<file path="src/rtl/nor_seq_pkg.sv">
package nor_seq_pkg;

    typedef enum logic [1:0] {
        OP_PROG    = 2'd0,
        OP_ERASE   = 2'd1,
        OP_BUFPROG = 2'd2,
        OP_RSVD    = 2'd3
    } op_e;

    typedef enum logic [1:0] {
        ERR_NONE    = 2'd0,
        ERR_TIMEOUT = 2'd1,
        ERR_DEVICE  = 2'd2,
        ERR_VERIFY  = 2'd3
    } err_e;

    typedef enum logic [4:0] {
        ST_IDLE,
        ST_UNLK1,
        ST_UNLK2,
        ST_SETUP,
        ST_UNLK3,
        ST_UNLK4,
        ST_ERASE_GO,
        ST_PROG_DATA,
        ST_BUF_CNT,
        ST_BUF_WORD,
        ST_BUF_CONFIRM,
        ST_GAP,
        ST_POLL1,
        ST_POLL2,
        ST_VERIFY,
        ST_ABORT,
        ST_DONE
    } seq_state_e;

    localparam logic [7:0] KEY_FIRST   = 8'hAA;
    localparam logic [7:0] KEY_SECOND  = 8'h55;
    localparam logic [7:0] CODE_PROG   = 8'hA0;
    localparam logic [7:0] CODE_ERSET  = 8'h80;
    localparam logic [7:0] CODE_ERGO   = 8'h30;
    localparam logic [7:0] CODE_BUFLD  = 8'h25;
    localparam logic [7:0] CODE_BUFGO  = 8'h29;
    localparam logic [7:0] CODE_RESET  = 8'hF0;

    localparam logic [11:0] ADR_W16_A = 12'h555;
    localparam logic [11:0] ADR_W16_B = 12'h2AA;
    localparam logic [11:0] ADR_W8_A  = 12'hAAA;
    localparam logic [11:0] ADR_W8_B  = 12'h555;

endpackage

</file>
<file path="src/rtl/nor_tmo_ctr.sv">
module nor_tmo_ctr #(
    parameter int TW = 20
) (
    input  logic          clk,
    input  logic          rst_n,
    input  logic          clr,
    input  logic          en,
    input  logic [TW-1:0] limit,
    output logic          expired
);
    logic [TW-1:0] cnt_q;

    always_ff @(posedge clk or negedge rst_n) begin
        if (!rst_n) begin
            cnt_q <= '0;
        end else if (clr) begin
            cnt_q <= '0;
        end else if (en && (cnt_q != {TW{1'b1}})) begin
            cnt_q <= cnt_q + 1'b1;
        end
    end

    assign expired = (cnt_q >= limit);

endmodule

</file>
<file path="src/rtl/nor_toggle_poll.sv">
module nor_toggle_poll (
    input  logic clk,
    input  logic rst_n,
    input  logic capture,
    input  logic tog_bit,
    input  logic err_bit,
    output logic toggled,
    output logic fault
);
    logic first_q;

    always_ff @(posedge clk or negedge rst_n) begin
        if (!rst_n) begin
            first_q <= 1'b0;
        end else if (capture) begin
            first_q <= tog_bit;
        end
    end

    assign toggled = first_q ^ tog_bit;
    assign fault   = toggled & err_bit;

endmodule

</file>
<file path="src/rtl/nor_cmd_seq.sv">
module nor_cmd_seq
    import nor_seq_pkg::*;
#(
    parameter int AW      = 24,
    parameter int DW      = 16,
    parameter int CNTW    = 4,
    parameter int TW      = 20,
    parameter int TOG_POS = 6,
    parameter int ERR_POS = 5
) (
    input  logic            clk,
    input  logic            rst_n,
    input  logic            start,
    input  logic [1:0]      op,
    input  logic            byte_mode,
    input  logic [AW-1:0]   sect_addr,
    input  logic [AW-1:0]   tgt_addr,
    input  logic [DW-1:0]   wr_data,
    input  logic [CNTW-1:0] wcount,
    input  logic [TW-1:0]   tout,
    output logic            word_take,
    output logic            busy,
    output logic            done,
    output logic [1:0]      err_code,
    output logic            fl_we_n,
    output logic            fl_oe_n,
    output logic [AW-1:0]   fl_addr,
    output logic [DW-1:0]   fl_dq_out,
    output logic            fl_dq_oe,
    input  logic [DW-1:0]   fl_dq_in
);
    localparam logic [DW-1:0] MASK_W8  = DW'(8'hFF);
    localparam logic [DW-1:0] MASK_ALL = {DW{1'b1}};

    seq_state_e state_q, nxt_state, ret_q, nxt_ret;
    op_e        op_in, op_q;
    err_e       err_q;
    logic            byte_q;
    logic [AW-1:0]   sect_q, tgt_q, poll_addr, adr_a, adr_b;
    logic [DW-1:0]   exp_q, dmask;
    logic [CNTW-1:0] wcnt_q, idx_q;
    logic [TW-1:0]   tout_q;
    logic            fault_seen_q;
    logic            accept, in_poll, tgl, flt, tmo_exp, mismatch;

    assign op_in  = op_e'(op);
    assign accept = (state_q == ST_IDLE) && start && (op_in != OP_RSVD);
    assign in_poll = (state_q == ST_POLL1) || (state_q == ST_POLL2);
    assign dmask  = byte_q ? MASK_W8 : MASK_ALL;
    assign adr_a  = byte_q ? AW'(ADR_W8_A) : AW'(ADR_W16_A);
    assign adr_b  = byte_q ? AW'(ADR_W8_B) : AW'(ADR_W16_B);
    assign mismatch = ((fl_dq_in ^ exp_q) & dmask) != '0;

    always_comb begin
        unique case (op_q)
            OP_ERASE:   poll_addr = sect_q;
            OP_BUFPROG: poll_addr = tgt_q + AW'(wcnt_q);
            default:    poll_addr = tgt_q;
        endcase
    end

    nor_toggle_poll u_poll (
        .clk     (clk),
        .rst_n   (rst_n),
        .capture (state_q == ST_POLL1),
        .tog_bit (fl_dq_in[TOG_POS]),
        .err_bit (fl_dq_in[ERR_POS]),
        .toggled (tgl),
        .fault   (flt)
    );

    nor_tmo_ctr #(.TW(TW)) u_tmo (
        .clk     (clk),
        .rst_n   (rst_n),
        .clr     (!in_poll),
        .en      (in_poll),
        .limit   (tout_q),
        .expired (tmo_exp)
    );

    // next-state selection
    always_comb begin
        nxt_state = state_q;
        nxt_ret   = ret_q;
        unique case (state_q)
            ST_IDLE:        if (accept) nxt_state = ST_UNLK1;
            ST_UNLK1:       begin nxt_state = ST_GAP; nxt_ret = ST_UNLK2; end
            ST_UNLK2:       begin nxt_state = ST_GAP; nxt_ret = ST_SETUP; end
            ST_SETUP: begin
                nxt_state = ST_GAP;
                unique case (op_q)
                    OP_ERASE:   nxt_ret = ST_UNLK3;
                    OP_BUFPROG: nxt_ret = ST_BUF_CNT;
                    default:    nxt_ret = ST_PROG_DATA;
                endcase
            end
            ST_UNLK3:       begin nxt_state = ST_GAP; nxt_ret = ST_UNLK4; end
            ST_UNLK4:       begin nxt_state = ST_GAP; nxt_ret = ST_ERASE_GO; end
            ST_ERASE_GO:    begin nxt_state = ST_GAP; nxt_ret = ST_POLL1; end
            ST_PROG_DATA:   begin nxt_state = ST_GAP; nxt_ret = ST_POLL1; end
            ST_BUF_CNT:     begin nxt_state = ST_GAP; nxt_ret = ST_BUF_WORD; end
            ST_BUF_WORD: begin
                nxt_state = ST_GAP;
                nxt_ret   = (idx_q == wcnt_q) ? ST_BUF_CONFIRM : ST_BUF_WORD;
            end
            ST_BUF_CONFIRM: begin nxt_state = ST_GAP; nxt_ret = ST_POLL1; end
            ST_GAP:         nxt_state = ret_q;
            ST_POLL1:       nxt_state = ST_POLL2;
            ST_POLL2: begin
                if (!tgl)                    nxt_state = ST_VERIFY;
                else if (fault_seen_q)       nxt_state = ST_ABORT;
                else if (flt)                nxt_state = ST_POLL1;
                else if (tmo_exp)            nxt_state = ST_ABORT;
                else                         nxt_state = ST_POLL1;
            end
            ST_VERIFY:      nxt_state = ST_DONE;
            ST_ABORT:       begin nxt_state = ST_GAP; nxt_ret = ST_DONE; end
            ST_DONE:        nxt_state = ST_IDLE;
            default:        nxt_state = ST_IDLE;
        endcase
    end

    // state register
    always_ff @(posedge clk or negedge rst_n) begin
        if (!rst_n) begin
            state_q <= ST_IDLE;
            ret_q   <= ST_IDLE;
        end else begin
            state_q <= nxt_state;
            ret_q   <= nxt_ret;
        end
    end

    // operation context and result
    always_ff @(posedge clk or negedge rst_n) begin
        if (!rst_n) begin
            op_q         <= OP_PROG;
            err_q        <= ERR_NONE;
            byte_q       <= 1'b0;
            sect_q       <= '0;
            tgt_q        <= '0;
            exp_q        <= '0;
            wcnt_q       <= '0;
            idx_q        <= '0;
            tout_q       <= '0;
            fault_seen_q <= 1'b0;
        end else begin
            unique case (state_q)
                ST_IDLE: if (accept) begin
                    op_q         <= op_in;
                    err_q        <= ERR_NONE;
                    byte_q       <= byte_mode;
                    sect_q       <= sect_addr;
                    tgt_q        <= tgt_addr;
                    wcnt_q       <= wcount;
                    tout_q       <= tout;
                    idx_q        <= '0;
                    fault_seen_q <= 1'b0;
                    exp_q        <= (op_in == OP_ERASE) ? MASK_ALL : wr_data;
                end
                ST_BUF_WORD: begin
                    exp_q <= wr_data;
                    idx_q <= idx_q + 1'b1;
                end
                ST_POLL2: if (tgl) begin
                    if (fault_seen_q)  err_q <= ERR_DEVICE;
                    else if (flt)      fault_seen_q <= 1'b1;
                    else if (tmo_exp)  err_q <= ERR_TIMEOUT;
                end
                ST_VERIFY: if (mismatch) err_q <= ERR_VERIFY;
                default: ;
            endcase
        end
    end

    // bus and status outputs
    always_comb begin
        fl_we_n   = 1'b1;
        fl_oe_n   = 1'b1;
        fl_addr   = '0;
        fl_dq_out = '0;
        word_take = 1'b0;
        unique case (state_q)
            ST_UNLK1, ST_UNLK3: begin
                fl_we_n = 1'b0; fl_addr = adr_a; fl_dq_out = DW'(KEY_FIRST);
            end
            ST_UNLK2, ST_UNLK4: begin
                fl_we_n = 1'b0; fl_addr = adr_b; fl_dq_out = DW'(KEY_SECOND);
            end
            ST_SETUP: begin
                fl_we_n = 1'b0;
                unique case (op_q)
                    OP_ERASE:   begin fl_addr = adr_a;  fl_dq_out = DW'(CODE_ERSET); end
                    OP_BUFPROG: begin fl_addr = sect_q; fl_dq_out = DW'(CODE_BUFLD); end
                    default:    begin fl_addr = adr_a;  fl_dq_out = DW'(CODE_PROG);  end
                endcase
            end
            ST_ERASE_GO: begin
                fl_we_n = 1'b0; fl_addr = sect_q; fl_dq_out = DW'(CODE_ERGO);
            end
            ST_PROG_DATA: begin
                fl_we_n = 1'b0; fl_addr = tgt_q; fl_dq_out = exp_q & dmask;
            end
            ST_BUF_CNT: begin
                fl_we_n = 1'b0; fl_addr = sect_q; fl_dq_out = DW'(wcnt_q);
            end
            ST_BUF_WORD: begin
                fl_we_n   = 1'b0;
                fl_addr   = tgt_q + AW'(idx_q);
                fl_dq_out = wr_data & dmask;
                word_take = 1'b1;
            end
            ST_BUF_CONFIRM: begin
                fl_we_n = 1'b0; fl_addr = sect_q; fl_dq_out = DW'(CODE_BUFGO);
            end
            ST_ABORT: begin
                fl_we_n = 1'b0; fl_addr = sect_q; fl_dq_out = DW'(CODE_RESET);
            end
            ST_POLL1, ST_POLL2, ST_VERIFY: begin
                fl_oe_n = 1'b0; fl_addr = poll_addr;
            end
            default: ;
        endcase
    end

    assign fl_dq_oe = !fl_we_n;
    assign busy     = (state_q != ST_IDLE);
    assign done     = (state_q == ST_DONE);
    assign err_code = err_q;

    // ---------------- assertions ----------------
    assert_strobe_gap_R6: assert property (@(posedge clk) disable iff (!rst_n)
        !fl_we_n |=> fl_we_n);

    assert_no_overlap_R6: assert property (@(posedge clk) disable iff (!rst_n)
        fl_we_n || fl_oe_n);

    assert_done_pulse_R13: assert property (@(posedge clk) disable iff (!rst_n)
        done |=> !done);

    assert_busy_needs_start_R11: assert property (@(posedge clk) disable iff (!rst_n)
        $rose(busy) |-> $past(start));

    assert_device_abort_R9: assert property (@(posedge clk) disable iff (!rst_n)
        (state_q == ST_POLL2 && tgl && fault_seen_q)
        |=> (state_q == ST_ABORT && err_q == ERR_DEVICE));

    assert_timeout_abort_R10: assert property (@(posedge clk) disable iff (!rst_n)
        (state_q == ST_POLL2 && tgl && !fault_seen_q && !flt && tmo_exp)
        |=> (state_q == ST_ABORT && err_q == ERR_TIMEOUT));

endmodule

</file>
<file path="config.mk">
export PLATFORM = sky130hd
export DESIGN_NAME = nor_cmd_seq
export DESIGN_NICKNAME = d
export VERILOG_FILES = /design/src/rtl/nor_seq_pkg.sv /design/src/rtl/nor_tmo_ctr.sv /design/src/rtl/nor_toggle_poll.sv /design/src/rtl/nor_cmd_seq.sv
export SDC_FILE = /design/constraint.sdc
export NUM_CORES = 1
export LEC_CHECK = 0
export ABC_CLOCK_PERIOD_IN_PS = 3400
export BUFFER_PORTS_ARGS = -buffer_cell sky130_fd_sc_hd__buf_2
export CORE_AREA = 2 2 152 125
export DETAILED_ROUTE_END_ITERATION = 12
export DIE_AREA = 0 0 154 127
export MAX_ROUTING_LAYER = met4
export PLACE_DENSITY = 0.73
export REMOVE_ABC_BUFFERS = 1
export SYNTH_ARGS = -nofsm -noshare
export SYNTH_HDL_FRONTEND = slang
export SYNTH_SLANG_ARGS = --single-unit
export TNS_END_PERCENT = 5
</file>
<file path="constraint.sdc">
create_clock -name clk -period 3.4 [get_ports clk]
set_input_delay 0.68 -clock clk [delete_from_list [all_inputs] [get_ports clk]]
set_output_delay 0.68 -clock clk [all_outputs]
set_load 0.02 [all_outputs]
</file>
==> impl_metrics.tcl, run 1 <==
set metrics [dict create \
    wire_per_inst_um 18.40 \
    critPathCaptureType "primary output" \
    area_growth_pct 22.42 \
    timing.hold.ws_ns 0.3432 \
    pwr-share-seq_pct 28.6 \
    drc 0 \
    cp.required_ns 2.72 \
    min-delay-path-class "in -> async" \
    synthTopCellsByCount "129 x dfrtp_1, 103 x nand2_1, 88 x o21ai_0" \
    vias 8408 \
    p_per_area_nw_per_um2 900.0 \
    placed_cell_area_um2 9896 \
    finalWorstSetupSlack_ns -0.07704 \
    yosysMostFrequentCell "dfrtp_1" \
    grt_max_degree 130 \
    multi_input_area_um2 5326 \
    dp_hpwl_mm 18.35 \
    path_clk_slew_ns 0.06 \
    synth_edf_count 0 \
    grt_overflow 0 \
    cts_max_level 4 \
    fin_nets 1298 \
    dp_slack_ns 0.1648 \
    cts_sinks 129 \
    maxSlewViolCount 0 \
    p_int_mw 5.413 \
    antenna_found_initial 0 \
    cellLeakagePower_nw 4.940 \
    portBuffers 157 \
    p_sw_mw 4.368 \
    total_power_mw 9.782 \
    slew_headroom_pct 32.17 \
    max-vdd-ir-drop_mv 0.4870 \
    synthArstFlopShare_pct 100.0 \
    clk_latency_ns 0.42 \
    final-seq-area_um2 3241 \
    netlist.area_leader.share_pct 36.36 \
    ys_seq_area_share_pct 36.36 \
    synthCells 992 \
    violations "setup timing" \
    rsz0062_at_grt "yes" \
    drt-total-wl_mm 25.70 \
    setup_viol 2 \
    fin_skew_ns 0.008917 \
    detail-route-antenna-nets 0 \
    drive_gt1_share_pct 27.85 \
    clkPwrFrac_pct 18.1 \
    first_pass_iters 8 \
    clockBufferDepth 2 \
    arrival_ns 2.80 \
    netlist_top_cells_area "dfrtp_1 36%, mux2_1 5.1%, o21ai_0 5.0%" \
    finalCritPeriodShare_pct 102.3 \
    worstMarginPinSlew_ns 1.014 \
    drt_first_iter_violations 844 \
    final_hold_viol_count 0 \
    cap_violations 0 \
    die_area_um2 19560 \
    startpoint_type "flop" \
    die_h_um 127 \
    root_buffer "clkbuf_16" \
    die_width_um 154 \
    cts_tree "done" \
    fmax_mhz 287.6 \
    routed_via_density 6.019 \
    swShare_pct 44.66 \
    path_max_fanout 8 \
    syn-cell-area_um2 8879 \
    min_period_ns 3.477 \
    grt_pass1_vias 7820 \
    yosysWarnings 0 \
    ys_types 88 \
    coreArea_um2 17890 \
    initial_utilization_pct 49.62 \
    status "finished with violations" \
    numCtsBuffers 17 \
    combPwrFrac_pct 53.3 \
    synth_area_per_cell_um2 8.950 \
    yosys.area.top_type "dfrtp_1" \
    std_cell_rows 44 \
    synth_seq_cells 129 \
    grt_use_total_pct 26.88 \
    final_cell_area_um2 10870 \
    gp_congestion 0.9765 \
    ys.flop_type "dfrtp_1" \
    nFillCells 1555 \
    grt_pass1_wl_mm 41.04 \
    critical_path_class "reg -> out" \
    io_pins 158 \
    diodes 0 \
]
-- sequential cells by signal, summed over array words and instances, names as in the netlist --
name	count
fault_seen_q	1
op_q	2
sect_q	24
tgt_q	24
idx_q	4
wcnt_q	4
byte_q	1
ret_q	5
u_tmo.cnt_q	20
exp_q	16
tout_q	20
err_code	2
u_poll.first_q	1
state_q	5
-- metal layers --
metal | vias to the layer above | GRT usage (%) | part of all wire [%]
li1 | 3951 | - | -
met1 | 3975 | 38.90 | 47
met2 | 442 | 39.28 | 43
met3 | 40 | 4.885 | 8.4
met4 | 0 | 6.377 | 1.4
met5 | - | - | 0
-- cells in the final DEF, fill, tap and decap left out, types with 22 or more instances in the layout --
cell     count
a21oi_1     69
mux2_1      40
inv_1       36
buf_4       58
nor3_1      22
ha_1        25
nand2_1    100
xor2_1      34
buf_2      145
nor2_1      60
dfrtp_1    119
o21ai_0     82
-- stage by stage --
step	TNS (ns)	utilization, %	instances
floorplan	-1.654	-	924
global placement	0	55.31	1352
detailed placement	0	55.31	1352
CTS	-0.1353	59.12	1389
global route	-0.9641	60.75	1397
finish	-0.07797	60.75	1397
-- area by class of cell --
cell class | count | share of cell area (%)
clock buffers | 24 | 4.616
well taps | 230 | 2.648
inverters | 40 | 1.450
clock inverters | 8 | 0.7137
flip-flops and latches | 129 | 29.81
multi-input cells | 755 | 49.00
repair buffers | 211 | 11.75
-- power by group through the flow --
stage	registers, mW	clock network [mW]	logic (mW)
2_1_floorplan	2.65	0	3.04
5_1_grt	2.87	1.87	5.67
4_1_cts	2.75	1.80	4.80
3_3_place_gp	2.74	0	4.61
3_5_place_dp	2.76	0	4.68
6_report	2.80	1.77	5.21
-- kinds of logic after synthesis --
kind of cell | Yosys count | share of synthesized area (%)
and+or+nand+nor | 310 | 18.07
AOI/OAI and AO/OA | 303 | 22.29
DFF | 129 | 36.36
buffers and inverters | 108 | 6.158
muxes | 56 | 7.032
xor gates and xnor gates | 52 | 5.130
adders and majority gates | 34 | 4.961
-- worst max-delay path, cell delays in order (launching register included) --
cell and delay (ns):
dfrtp_1 0.38, ha_2 0.21, inv_2 0.04, fa_2 0.35, nor2b_1 0.13, o21a_2 0.25
o21ai_4 0.10, buf_12 0.14, o31ai_2 0.23, a22oi_1 0.12, o211ai_1 0.23, buf_4 0.18
-- what timing repair did --
item | in CTS | in global routing
endpoints found under the setup margin | 14 | 21
endpoints found under the hold margin | 0 | 0
gates cloned | 0 | 0
resized for setup | 18 | 61
hold buffers | 0 | 0
setup buffers | 5 | 8
pin swaps | 5 | 22
-- path summary, 6_finish.rpt --
| check | from | endpoint | slack [ns] | cells after the start |
|---|---|---|---|---|
| hold / removal | rst_n | err_code[0] | 0.34 | 2 |
| min in group clk | tout[10] | tout_q[10] | 0.46 | 3 |
| setup reg to reg | state_q[3] | tout_q[18] | 0.73 | 8 |
| setup / recovery | tgt_q[0] | fl_addr[8] | -0.08 | 11 |
| max in group asynchronous | rst_n | tgt_q[3] | 2.51 | 2 |
| hold reg to reg | ret_q[3] | ret_q[3] | 0.47 | 2 |
Note: power is estimated with default switching activity, not from simulation.
==> run 2: changes to the inputs <==
CTS_BUF_LIST = sky130_fd_sc_hd__clkbuf_8   (was not set)
==> run 2 against run 1 <==
The run still ends with setup timing left. Highest routed layer unchanged. Cell area decreased by 2.5%. Via count increased by 0.29%. Maximum frequency up 1.5%. Largest power group unchanged. Clock power fell by 28%.
==> impl_metrics.tcl, run 2 (synthesis results as in run 1) <==
set metrics [dict create \
    status "finished with violations" \
    violations "setup timing" \
    initial_utilization_pct 49.62 \
    diodes 0 \
    min_period_ns 3.424 \
    grt_pass1_wl_mm 40.94 \
    slew_headroom_pct 30.76 \
    fin_util_pct 59.23 \
    critPathCaptureType "primary output" \
    final_hold_viol_count 0 \
    die_area_um2 19560 \
    detail-route-antenna-nets 0 \
    coreArea_um2 17890 \
    vias 8432 \
    rsz0062_at_grt "yes" \
    layout_commonest_cell "buf_2" \
    drt-total-wl_mm 25.60 \
    gp_congestion 0.9765 \
    finalWorstSetupSlack_ns -0.02431 \
    area_growth_pct 19.36 \
    min-delay-path-class "in -> async" \
    numCtsBuffers 17 \
    finalCritPeriodShare_pct 100.7 \
    std_cell_rows 44 \
    critPathMaxStageDelay_ns 0.39 \
    routed_via_density 6.044 \
    io_pins 158 \
    dp_slack_ns 0.1648 \
    worstMarginPinSlew_ns 1.035 \
    drc 0 \
    maxSlewViolCount 0 \
    layout_common_cells "149 x buf_2, 118 x dfrtp_1, 102 x nand2_1" \
    arrival_ns 2.74 \
    clk_latency_ns 0.45 \
    cts_sinks 129 \
    first_pass_iters 5 \
    dp_hpwl_mm 18.35 \
    cp.required_ns 2.72 \
    startpoint_type "flop" \
    clockBufferDepth 2 \
    cap_violations 0 \
    fmax_mhz 292.0 \
    die_width_um 154 \
    slowest_stage "dfrtp_1" \
    die_h_um 127 \
    grt_max_degree 130 \
    drive_gt1_share_pct 27.30 \
    antenna_found_initial 0 \
    nFillCells 1603 \
    path_cells "ha_2 > inv_2 > fa_2 > nor2b_1 > o21a_2 > o21ai_0 > a21o_1 > a221oi_1 > o211ai_1 > buf_4" \
    r2r_start "state_q[1]" \
    fin_nets 1296 \
    grt_overflow 0 \
    cellLeakagePower_nw 4.831 \
    startpoint "tgt_q[0]" \
    cts_max_level 4 \
    root_buffer "clkbuf_8" \
    fin_skew_ns 0.01366 \
    rrSetupSlack_ns 0.77 \
    cts_tree "done" \
    p_per_area_nw_per_um2 865.9 \
    portBuffers 157 \
    path_max_fanout 6 \
    grt_pass1_vias 7831 \
    reg.largest.list "sect_q x24, tgt_q x24" \
    wire_per_inst_um 18.35 \
    max-vdd-ir-drop_mv 0.4255 \
    grt_use_total_pct 26.87 \
    drt_first_iter_violations 884 \
    total_power_mw 9.177 \
    critical_path_class "reg -> out" \
    path_clk_slew_ns 0.08 \
    setup_viol 4 \
]
[run 2: changes by cell type in the layout (fill, tap and decap cells not counted), sizes merged]
cell    change
inv         +2
buf         -2
clkbuf      -2
[run 2: cell type report]
type	count	area (µm²)	area share, %
timing repair buffer	209	1236	11.66
inverter	40	157.7	1.488
multi-input combinational	755	5286	49.88
clock inverter	10	85.08	0.8028
sequential	129	3242	30.59
tap	230	287.8	2.715
clock buffer	22	302.8	2.857
[run 2: final timing paths]
| path | endpoint | cells past startpoint |
|---|---|---|
| min reg2reg | ret_q[3] | 2 |
| min in group clk | tout_q[10] | 3 |
| max in group asynchronous | tgt_q[7] | 2 |
| min | err_code[0] | 2 |
| max | fl_addr[14] | 10 |
| max reg2reg | exp_q[9] | 6 |
[run 2: routing by layer]
layer  part of all wire, %  up-vias  GRT usage, %
li1                      -     3959             -
met1                    48     4013         38.94
met2                    43      419         39.22
met3                   7.3       41         4.749
met4                   1.5        0         6.542
met5                     0        -             -
[run 2: critical path, delay by kind of cell (launching register included)]
kind	cells	cell delay [ns]
buf+inv	2	0.23
flops	1	0.39
compound gates	5	0.99
simple gates	1	0.13
fa+ha+maj	2	0.56
[run 2: repair_timing]
action,in CTS,in global routing
setup endpoints to repair,18,27
resized for setup,30,36
pin swaps,8,15
hold buffers,0,0
setup buffers,9,2
[run 2: metrics by stage]
| step | area, µm² | std cells | hold slack (ns) | setup TNS, ns |
|---|---|---|---|---|
| 2_1_floorplan | 8482 | 924 | 0.3844 | -1.654 |
| 3_3_place_gp | 9896 | 1352 | 0.4635 | 0 |
| 3_5_place_dp | 9896 | 1352 | 0.4679 | 0 |
| 4_1_cts | 10460 | 1393 | 0.3571 | -0.2568 |
| 5_1_grt | 10600 | 1395 | 0.3602 | -1.651 |
| 6_report | 10600 | 1395 | 0.3142 | -0.07740 |
[run 2: power by group]
| part | switching, mW | internal [mW] | leakage (nW) |
|---|---|---|---|
| clock | 0.607 | 0.668 | 0.203 |
| sequential | 0.689 | 2.10 | 1.59 |
| combinational | 2.98 | 2.13 | 3.04 |
==> run 3: changes to the inputs <==
ABC_CLOCK_PERIOD_IN_PS = 2900   (was 3400)
PLACE_DENSITY = 0.76   (was 0.73)
clock period = 2.9 ns   (was 3.4 ns; I/O delays follow)
==> run 3 against run 2 <==
Utilization is 3.6 points higher. Setup slack got worse by 0.38 ns. Critical endpoint is now fl_addr[19]. Clock power up 42%. Critical path depth did not move. The run still ends with setup timing left. Non-clock buffer count rose by 45. Combinational power grew 32%.
==> impl_metrics.tcl, run 3 (synthesis results as in run 1) <==
set metrics [dict create \
    status "finished with violations" \
    violations "setup timing" \
    grt_pass1_vias 8312 \
    detail-route-antenna-nets 0 \
    final_cell_area_um2 11240 \
    min_period_ns 3.301 \
    p_sw_mw 5.269 \
    fin_nets 1341 \
    area_growth_pct 26.56 \
    final-seq-area_um2 3236 \
    timing.hold.ws_ns 0.05270 \
    antenna_found_initial 0 \
    grt_pass1_wl_mm 42.92 \
    diodes 0 \
    slew_headroom_pct 30.88 \
    maxSlewViolCount 0 \
    dr.max_layer_used "met4" \
    grt_overflow 0 \
    cp.required_ns 2.32 \
    finalWorstSetupSlack_ns -0.4013 \
    cap_violations 0 \
    wire_per_inst_um 18.74 \
    clk_latency_ns 0.46 \
    portBuffers 157 \
    first_pass_iters 6 \
    finalCritPeriodShare_pct 113.8 \
    arrival_ns 2.72 \
    combPwrFrac_pct 57.6 \
    reg.largest.list "sect_q x24, tgt_q x24" \
    min-delay-path-class "in -> async" \
    die_h_um 127 \
    cellLeakagePower_nw 5.171 \
    die_width_um 154 \
    root_buffer "clkbuf_8" \
    io_pins 158 \
    worstMarginPinSlew_ns 1.033 \
    wl_met1_mm 12.00 \
    drt-total-wl_mm 26.99 \
    fin_util_pct 62.80 \
    fmax_mhz 302.9 \
    routed_via_density 6.000 \
    rsz0062_at_grt "yes" \
    die_area_um2 19560 \
    route.met3.wl_mm 2.388 \
    critPathCaptureType "primary output" \
    final_hold_viol_count 0 \
    placed_cell_area_um2 10330 \
    clkPwrFrac_pct 15.4 \
    path_max_fanout 4 \
    drive_gt1_share_pct 31.07 \
    p_per_area_nw_per_um2 1040 \
    fin_skew_ns 0.01338 \
    vias 8640 \
    pwr-share-seq_pct 26.9 \
    cts_max_level 4 \
    path_clk_slew_ns 0.09 \
    dp_hpwl_mm 19.55 \
    critical_path_class "reg -> out" \
    drc 0 \
    nFillCells 1491 \
    gp_congestion 0.9596 \
    clockBufferDepth 2 \
    p_int_mw 6.421 \
    cts_tree "done" \
    total_power_mw 11.69 \
    route.met2.wl_mm 12.08 \
    coreArea_um2 17890 \
    max-vdd-ir-drop_mv 0.6940 \
    layout_commonest_cell "buf_2" \
    numCtsBuffers 17 \
    drt_first_iter_violations 734 \
    std_cell_rows 44 \
    initial_utilization_pct 49.62 \
    multi_input_area_um2 5383 \
    grt_max_degree 52 \
    startpoint_type "flop" \
    swShare_pct 45.07 \
    layout_common_cells "133 x buf_2, 123 x dfrtp_1, 101 x buf_4" \
    setup_viol 29 \
    cts_sinks 129 \
    grt_use_total_pct 28.44 \
]
==> run 3: area by class of cell <==
cell class / count / share of cell area, %
tap: 230 / 2.561
timing repair buffer: 254 / 15.30
clock buffer: 18 / 2.205
clock inverter: 14 / 1.871
sequential: 129 / 28.79
inverter: 40 / 1.370
multi-input combinational: 755 / 47.90
==> run 3: worst paths after layout <==
kind / cells after the start / end / slack (ns) / from
min in group clk: 3 / tout_q[6] / 0.32 / tout[6]
worst min-delay path: 1 / err_code[1] / 0.05 / rst_n
worst max register to register: 8 / tout_q[14] / 0.39 / state_q[2]
max in group asynchronous: 2 / sect_q[14] / 2.09 / rst_n
worst min register to register: 2 / ret_q[2] / 0.49 / ret_q[2]
worst max-delay path: 10 / fl_addr[19] / -0.40 / tgt_q[0]
==> run 3: layer usage <==
metal	track usage, %	vias to the layer above
li1	-	4047
met1	39.10	4079
met2	42.76	457
met3	5.801	57
met4	8.411	0
met5	-	-
==> run 3: repair_timing <==
item                                    CTS  global route
endpoints found under the setup margin   41            39
pin swaps                                17            21
resized for setup                        63            50
setup buffers                             5             2
hold buffers                              0             0
==> run 3: per-stage QoR <==
| stage | TNS [ns] | setup WS (ns) | instances |
|---|---|---|---|
| CTS | -7.432 | -0.4232 | 1439 |
| detailed placement | -0.2360 | -0.1123 | 1402 |
| global route | -10.62 | -0.5012 | 1440 |
| finish | -7.087 | -0.4013 | 1440 |
| floorplan | -16.37 | -0.6697 | 924 |
| global placement | -0.03428 | -0.03428 | 1402 |
==> run 3: worst max-delay path, stage by stage, from the launching register on <==
cell and delay (ns):
dfrtp_1 0.42, ha_2 0.21, buf_4 0.15, a211oi_4 0.30, o21bai_4 0.15, buf_6 0.14, a41oi_2 0.17, o21ai_1 0.10
o311a_1 0.12, o211ai_1 0.28, buf_4 0.20
==> run 3: power groups by stage <==
stage                     Clock (mW)  Combinational [mW]  Sequential [mW]
after floorplan                    0                3.56             3.11
after global placement             0                5.95             3.11
after global routing            1.92                7.28             3.22
after detailed placement           0                6.06             3.13
after CTS                       1.83                6.40             3.11
final                           1.80                6.74             3.15
